### src/rtl/lsu_pkg.sv
package lsu_pkg;
  localparam int DATA_W = 32;
  localparam int NBYTES = DATA_W / 8;
  localparam int LANE_W = $clog2(NBYTES);
  localparam int OFF_W  = 16;

  typedef enum logic [1:0] {
    SZ_BYTE = 2'b00,
    SZ_HALF = 2'b01,
    SZ_WORD = 2'b10,
    SZ_RSVD = 2'b11
  } lsu_size_e;

  function automatic logic [DATA_W-1:0] ext_byte(input logic [7:0] v, input logic uns);
    return {{(DATA_W-8){v[7] & ~uns}}, v};
  endfunction

  function automatic logic [DATA_W-1:0] ext_half(input logic [15:0] v, input logic uns);
    return {{(DATA_W-16){v[15] & ~uns}}, v};
  endfunction

  function automatic logic [DATA_W-1:0] sext_off(input logic [OFF_W-1:0] v);
    return {{(DATA_W-OFF_W){v[OFF_W-1]}}, v};
  endfunction
endpackage

### src/rtl/lsu_addr_gen.sv
module lsu_addr_gen
  import lsu_pkg::*;
(
  input  logic [DATA_W-1:0] base_addr,
  input  logic [OFF_W-1:0]  offset,
  input  lsu_size_e         size,
  output logic [DATA_W-1:0] eff_addr,
  output logic              misaligned
);
  logic [LANE_W-1:0] lane;

  assign eff_addr = base_addr + sext_off(offset);
  assign lane     = eff_addr[LANE_W-1:0];

  always_comb begin
    unique case (size)
      SZ_BYTE: misaligned = 1'b0;
      SZ_HALF: misaligned = lane[0];
      SZ_WORD: misaligned = |lane;
      default: misaligned = 1'b1;
    endcase
  end
endmodule

### src/rtl/lsu_load_align.sv
module lsu_load_align
  import lsu_pkg::*;
(
  input  logic [DATA_W-1:0] mem_rdata,
  input  logic [LANE_W-1:0] lane,
  input  lsu_size_e         size,
  input  logic              is_unsigned,
  input  logic              err,
  output logic [DATA_W-1:0] load_data
);
  logic [DATA_W-1:0] byte_shift;
  logic [DATA_W-1:0] half_shift;

  assign byte_shift = mem_rdata >> {lane, 3'b000};
  assign half_shift = mem_rdata >> {lane[LANE_W-1], 4'b0000};

  always_comb begin
    if (err) begin
      load_data = '0;
    end else begin
      unique case (size)
        SZ_BYTE: load_data = ext_byte(byte_shift[7:0], is_unsigned);
        SZ_HALF: load_data = ext_half(half_shift[15:0], is_unsigned);
        default: load_data = mem_rdata;
      endcase
    end
  end
endmodule

### src/rtl/lsu_store_lanes.sv
module lsu_store_lanes
  import lsu_pkg::*;
(
  input  logic [DATA_W-1:0] store_data,
  input  logic [LANE_W-1:0] lane,
  input  lsu_size_e         size,
  input  logic              is_store,
  input  logic              err,
  output logic [DATA_W-1:0] wr_data,
  output logic [NBYTES-1:0] wr_be
);
  logic [NBYTES-1:0] be_byte;
  logic [NBYTES-1:0] be_half;
  logic [DATA_W-1:0] rep_byte;
  logic [DATA_W-1:0] rep_half;

  for (genvar i = 0; i < NBYTES; i++) begin : g_lane
    assign be_byte[i]          = (lane == LANE_W'(i));
    assign be_half[i]          = (lane[LANE_W-1] == 1'(i / 2));
    assign rep_byte[8*i +: 8]  = store_data[7:0];
  end

  for (genvar h = 0; h < NBYTES / 2; h++) begin : g_half
    assign rep_half[16*h +: 16] = store_data[15:0];
  end

  always_comb begin
    unique case (size)
      SZ_BYTE: wr_data = rep_byte;
      SZ_HALF: wr_data = rep_half;
      default: wr_data = store_data;
    endcase
    if (!is_store || err) begin
      wr_be = '0;
    end else begin
      unique case (size)
        SZ_BYTE: wr_be = be_byte;
        SZ_HALF: wr_be = be_half;
        default: wr_be = '1;
      endcase
    end
  end
endmodule

### src/rtl/lsu_lane_unit.sv
module lsu_lane_unit
  import lsu_pkg::*;
(
  input  logic [31:0] base_addr,
  input  logic [15:0] offset,
  input  logic [1:0]  size,
  input  logic        is_unsigned,
  input  logic        is_store,
  input  logic [31:0] mem_rdata,
  input  logic [31:0] store_data,
  output logic [31:0] eff_addr,
  output logic [31:0] load_data,
  output logic [31:0] wr_data,
  output logic [3:0]  wr_be,
  output logic        addr_err
);
  lsu_size_e         size_e;
  logic [LANE_W-1:0] lane;
  logic              misaligned;

  assign size_e   = lsu_size_e'(size);
  assign lane     = eff_addr[LANE_W-1:0];
  assign addr_err = misaligned;

  lsu_addr_gen u_addr (
    .base_addr (base_addr),
    .offset    (offset),
    .size      (size_e),
    .eff_addr  (eff_addr),
    .misaligned(misaligned)
  );

  lsu_load_align u_load (
    .mem_rdata  (mem_rdata),
    .lane       (lane),
    .size       (size_e),
    .is_unsigned(is_unsigned),
    .err        (misaligned),
    .load_data  (load_data)
  );

  lsu_store_lanes u_store (
    .store_data(store_data),
    .lane      (lane),
    .size      (size_e),
    .is_store  (is_store),
    .err       (misaligned),
    .wr_data   (wr_data),
    .wr_be     (wr_be)
  );
endmodule

### config.mk
export PLATFORM = sky130hd
export DESIGN_NAME = lsu_lane_unit
export DESIGN_NICKNAME = d
export VERILOG_FILES = /design/src/rtl/lsu_pkg.sv /design/src/rtl/lsu_addr_gen.sv /design/src/rtl/lsu_load_align.sv /design/src/rtl/lsu_store_lanes.sv /design/src/rtl/lsu_lane_unit.sv
export SDC_FILE = /design/constraint.sdc
export NUM_CORES = 1
export LEC_CHECK = 0
export ABC_AREA = 1
export BUFFER_PORTS_ARGS = -buffer_cell sky130_fd_sc_hd__buf_2
export CELL_PAD_IN_SITES_DETAIL_PLACEMENT = 1
export CELL_PAD_IN_SITES_GLOBAL_PLACEMENT = 2
export CORE_MARGIN = 1
export CORE_UTILIZATION = 18
export DETAILED_ROUTE_END_ITERATION = 6
export GPL_TIMING_DRIVEN = 0
export PLACE_DENSITY = 0.75
export SYNTH_ARGS = -nofsm -noshare
export SYNTH_HDL_FRONTEND = slang
export SYNTH_HIERARCHICAL = 1
export SYNTH_SLANG_ARGS = --single-unit
### constraint.sdc
create_clock -name vclk -period 4.5
set_input_delay 1.35 -clock vclk [all_inputs]
set_output_delay 1.35 -clock vclk [all_outputs]
set_load 0.01 [all_outputs]
==> reports/metrics.sh <==
CRITPATHMAXSTAGEDELAY_NS=0.59
SYN2LAYOUT_AREA_GROWTH_PCT=48.11
WORST_SLEW_PIN_SLEW_NS=0.6533
GRT_OVERFLOW_TOTAL=0
DIE_AREA_UM2=21890
GRT_SETUP_UNREPAIRED='true'
CRITPATHSLOWESTCELL='sky130_fd_sc_hd__fa_2'
LAYOUT.CORE_UTILIZATION_PCT=27.10
SYNTHESIS.INSTANCES=790
LAYOUT_WORST_PATH_CYCLE_SHARE_PCT=101.5
PATH_CELLS='buf_6, ha_4, fa_2, buf_8, inv_8, nand2_4, nand2_4, nand2_4, nand2_4, nand2_4, nand3_4, nand2_8, buf_8, nor2_1, buf_2'
WIRE_LENGTH_OF_THE_FIRST_GLOBAL_ROUTING_PASS_MM=27.82
SYN-NUM-NETS=938
POWER_DENSITY_nW_PER_UM2=147.1
DRCVIOLATIONCOUNT=0
WORST_HOLD_MARGIN_NS=2.979
ANTENNA_FOUND_INITIAL=1
NUMBER_OF_DISTINCT_LIBRARY_CELLS_AFTER_SYNTHESIS=33
DRT.ANTENNA.VIOLATING_NETS=0
FIRST_ITER_VIOLATIONS=129
POST_ROUTE_CELLS_DRIVE_ABOVE_1_SHARE_PCT=32.32
INITIAL_CELL_DENSITY_OF_THE_CORE_PCT=18.29
YOSYS-TOP-CELLS-AREA='sky130_fd_sc_hd__nand2_1 (37%), sky130_fd_sc_hd__inv_1 (13%), sky130_fd_sc_hd__ha_1 (10%)'
VIOLATED_CHECKS='negative setup slack'
GRT_PASS1_VIAS=5234
ROUTED_WIRE_LENGTH_MM=17.48
NFILLCELLS=2898
FMAX_GHz=0.2189
DIE_WIDTH_UM=147.9
CRIT_PATH_ARRIVAL_TIME_NS=3.22
HOLD_PATH_STARTPOINT='store_data[18]'
FINAL.SETUP.WORST_SLACK_NS=-0.06743
MOSTFREQUENTLAYOUTCELL='sky130_fd_sc_hd__nand2_1'
DESIGN.CORE.AREA_UM2=20960
FINAL_PERIOD_MINUS_WORST_SETUP_SLACK_NS=4.567
SYNTH_SEQ_AREA_SHARE_PCT=0
YOSYSWARNINGS=6
PORTBUFFERS=217
P_LEAK_nW=3.732
FLOPS_AND_LATCHES=0
DIE-HEIGHT_UM=147.9
CRIT_PATH_FROM='base_addr[0]'
ENDPOINT_KIND='output port'
CRITICAL_PATH_PEAK_FANOUT=6
CAP_VIOLATIONS=0
NUM_ANTENNA_CELLS=0
PLACEMENTROWS=53
GRT_START_MAX_NET_PINS=18
RUN_STATUS='finished, violations left'
PATH_CLASS='in -> out'
BOUNDARYPINS=217
SYNTH_AREA_PER_CELL_UM2=4.853
ROUTED_VIA_DENSITY=4.153
WORSTHOLDPATHTYPE='in -> out'
NUM-NETS-FINAL=1171
GRT_UTIL_ALL_LAYERS_PCT=15.63
SYNTH_LARGEST_AREA_CELL='sky130_fd_sc_hd__nand2_1'
MAPPEDNETLISTAREA_UM2=3834
HOLD_VIOL=0
SEQCELLAREA_UM2=0
FINAL-SETUP-VIOL-COUNT=23
CPMOSTUSEDCELL='sky130_fd_sc_hd__nand2_4'
TIMING.FINAL.MAX_SLEW_VIOLATIONS=0
CP_DATA_REQUIRED_TIME_NS=3.15
MAX-VDD-IR-DROP_mV=0.05150
WORST_SETUP_PATH_START_KIND='input pin'
CLOCKBUFFERCOUNT=0
DRT_FIRST_PASS_ITERS=4
WL_PER_CELL_UM=13.49
DP_HPWL_MM=15.42
YOSYS.AREA.TOP_TYPE_SHARE_PCT=36.81
VIAS=5382
GP_CONGESTION=0.8089
LAYOUT.CELLS.MOST_COMMON_LIST='sky130_fd_sc_hd__nand2_1 (367), sky130_fd_sc_hd__buf_2 (201), sky130_fd_sc_hd__inv_1 (128)'
MAX-SLEW-MARGIN-REL_PCT=56.45
Yosys cell counts, types with 4 or more instances:
cell type,number
sky130_fd_sc_hd__a21oi_1,22
sky130_fd_sc_hd__buf_4,10
sky130_fd_sc_hd__buf_6,6
sky130_fd_sc_hd__clkbuf_1,4
sky130_fd_sc_hd__ha_1,31
sky130_fd_sc_hd__inv_1,130
sky130_fd_sc_hd__inv_2,5
sky130_fd_sc_hd__nand2_1,376
sky130_fd_sc_hd__nand2_2,16
sky130_fd_sc_hd__nand3_1,51
sky130_fd_sc_hd__nand3_2,8
sky130_fd_sc_hd__nor2_1,68
sky130_fd_sc_hd__nor2_4,10
sky130_fd_sc_hd__o21ai_0,6
sky130_fd_sc_hd__o21ai_1,4
sky130_fd_sc_hd__xor2_1,14
report_power, final:
part           total, mW  leakage [nW]  switching (mW)  internal [mW]
sequential             0             0               0              0
combinational      0.835          3.73           0.498          0.337
clock                  0             0               0              0
total              0.835          3.73           0.498          0.337
repair_timing:
item | in CTS | in global routing
hold buffers | 0 | 0
buffers inserted | 12 | 1
pin swaps | 12 | 7
gates cloned | 1 | 0
gates resized for setup | 40 | 32
endpoints found under the setup margin | 39 | 43
final cells by class:
class	instances	area, um^2	share of cell area [%]
Multi-Input combinational cell	631	3267	57.54
Timing Repair Buffer	231	1329	23.40
Inverter	137	534.3	9.409
Tap cell	275	344.1	6.060
Buffer	22	203.9	3.592
critical path: cells and delay by family:
family,cells,cell delay (ns)
AND/OR/NAND/NOR,8,0.53
adder cells (fa/ha/maj),2,0.76
buffers and inverters,5,0.58
path summary, 6_finish.rpt:
check,to,slack [ns],depth (start not counted)
setup / recovery,load_data[19],-0.07,15
hold / removal,wr_data[18],2.98,4
kinds of logic after synthesis:
family | synth area share [%]
AND/OR/NAND/NOR | 62.27
buffers and inverters | 18.44
AO/OA/AOI/OAI | 4.994
adder cells (fa/ha/maj) | 10.64
XOR/XNOR | 3.655
metal layers:
metal	GRT usage (%)	vias to the layer above	wire length [um]
met1	19.99	2388	7856
li1	-	2826	-
met2	29.65	162	8630
met5	0	-	13
met3	1.327	4	936
met4	0.3608	2	45
through the flow:
step | total power [mW] | worst slack, ns | cells | cell area (um^2) | TNS (ns)
finish | 0.8350 | -0.06743 | 1296 | 5678 | -1.011
global route | 0.9353 | -0.1259 | 1296 | 5678 | -2.998
CTS | 0.8250 | -0.08192 | 1295 | 5542 | -1.593
detailed placement | 0.7657 | -0.6561 | 1282 | 5264 | -18.42
global placement | 0.7613 | -0.6666 | 1282 | 5264 | -18.27
floorplan | 0.4650 | 0.003132 | 790 | 3834 | 0
Note: power is estimated with default switching activity, not from simulation.
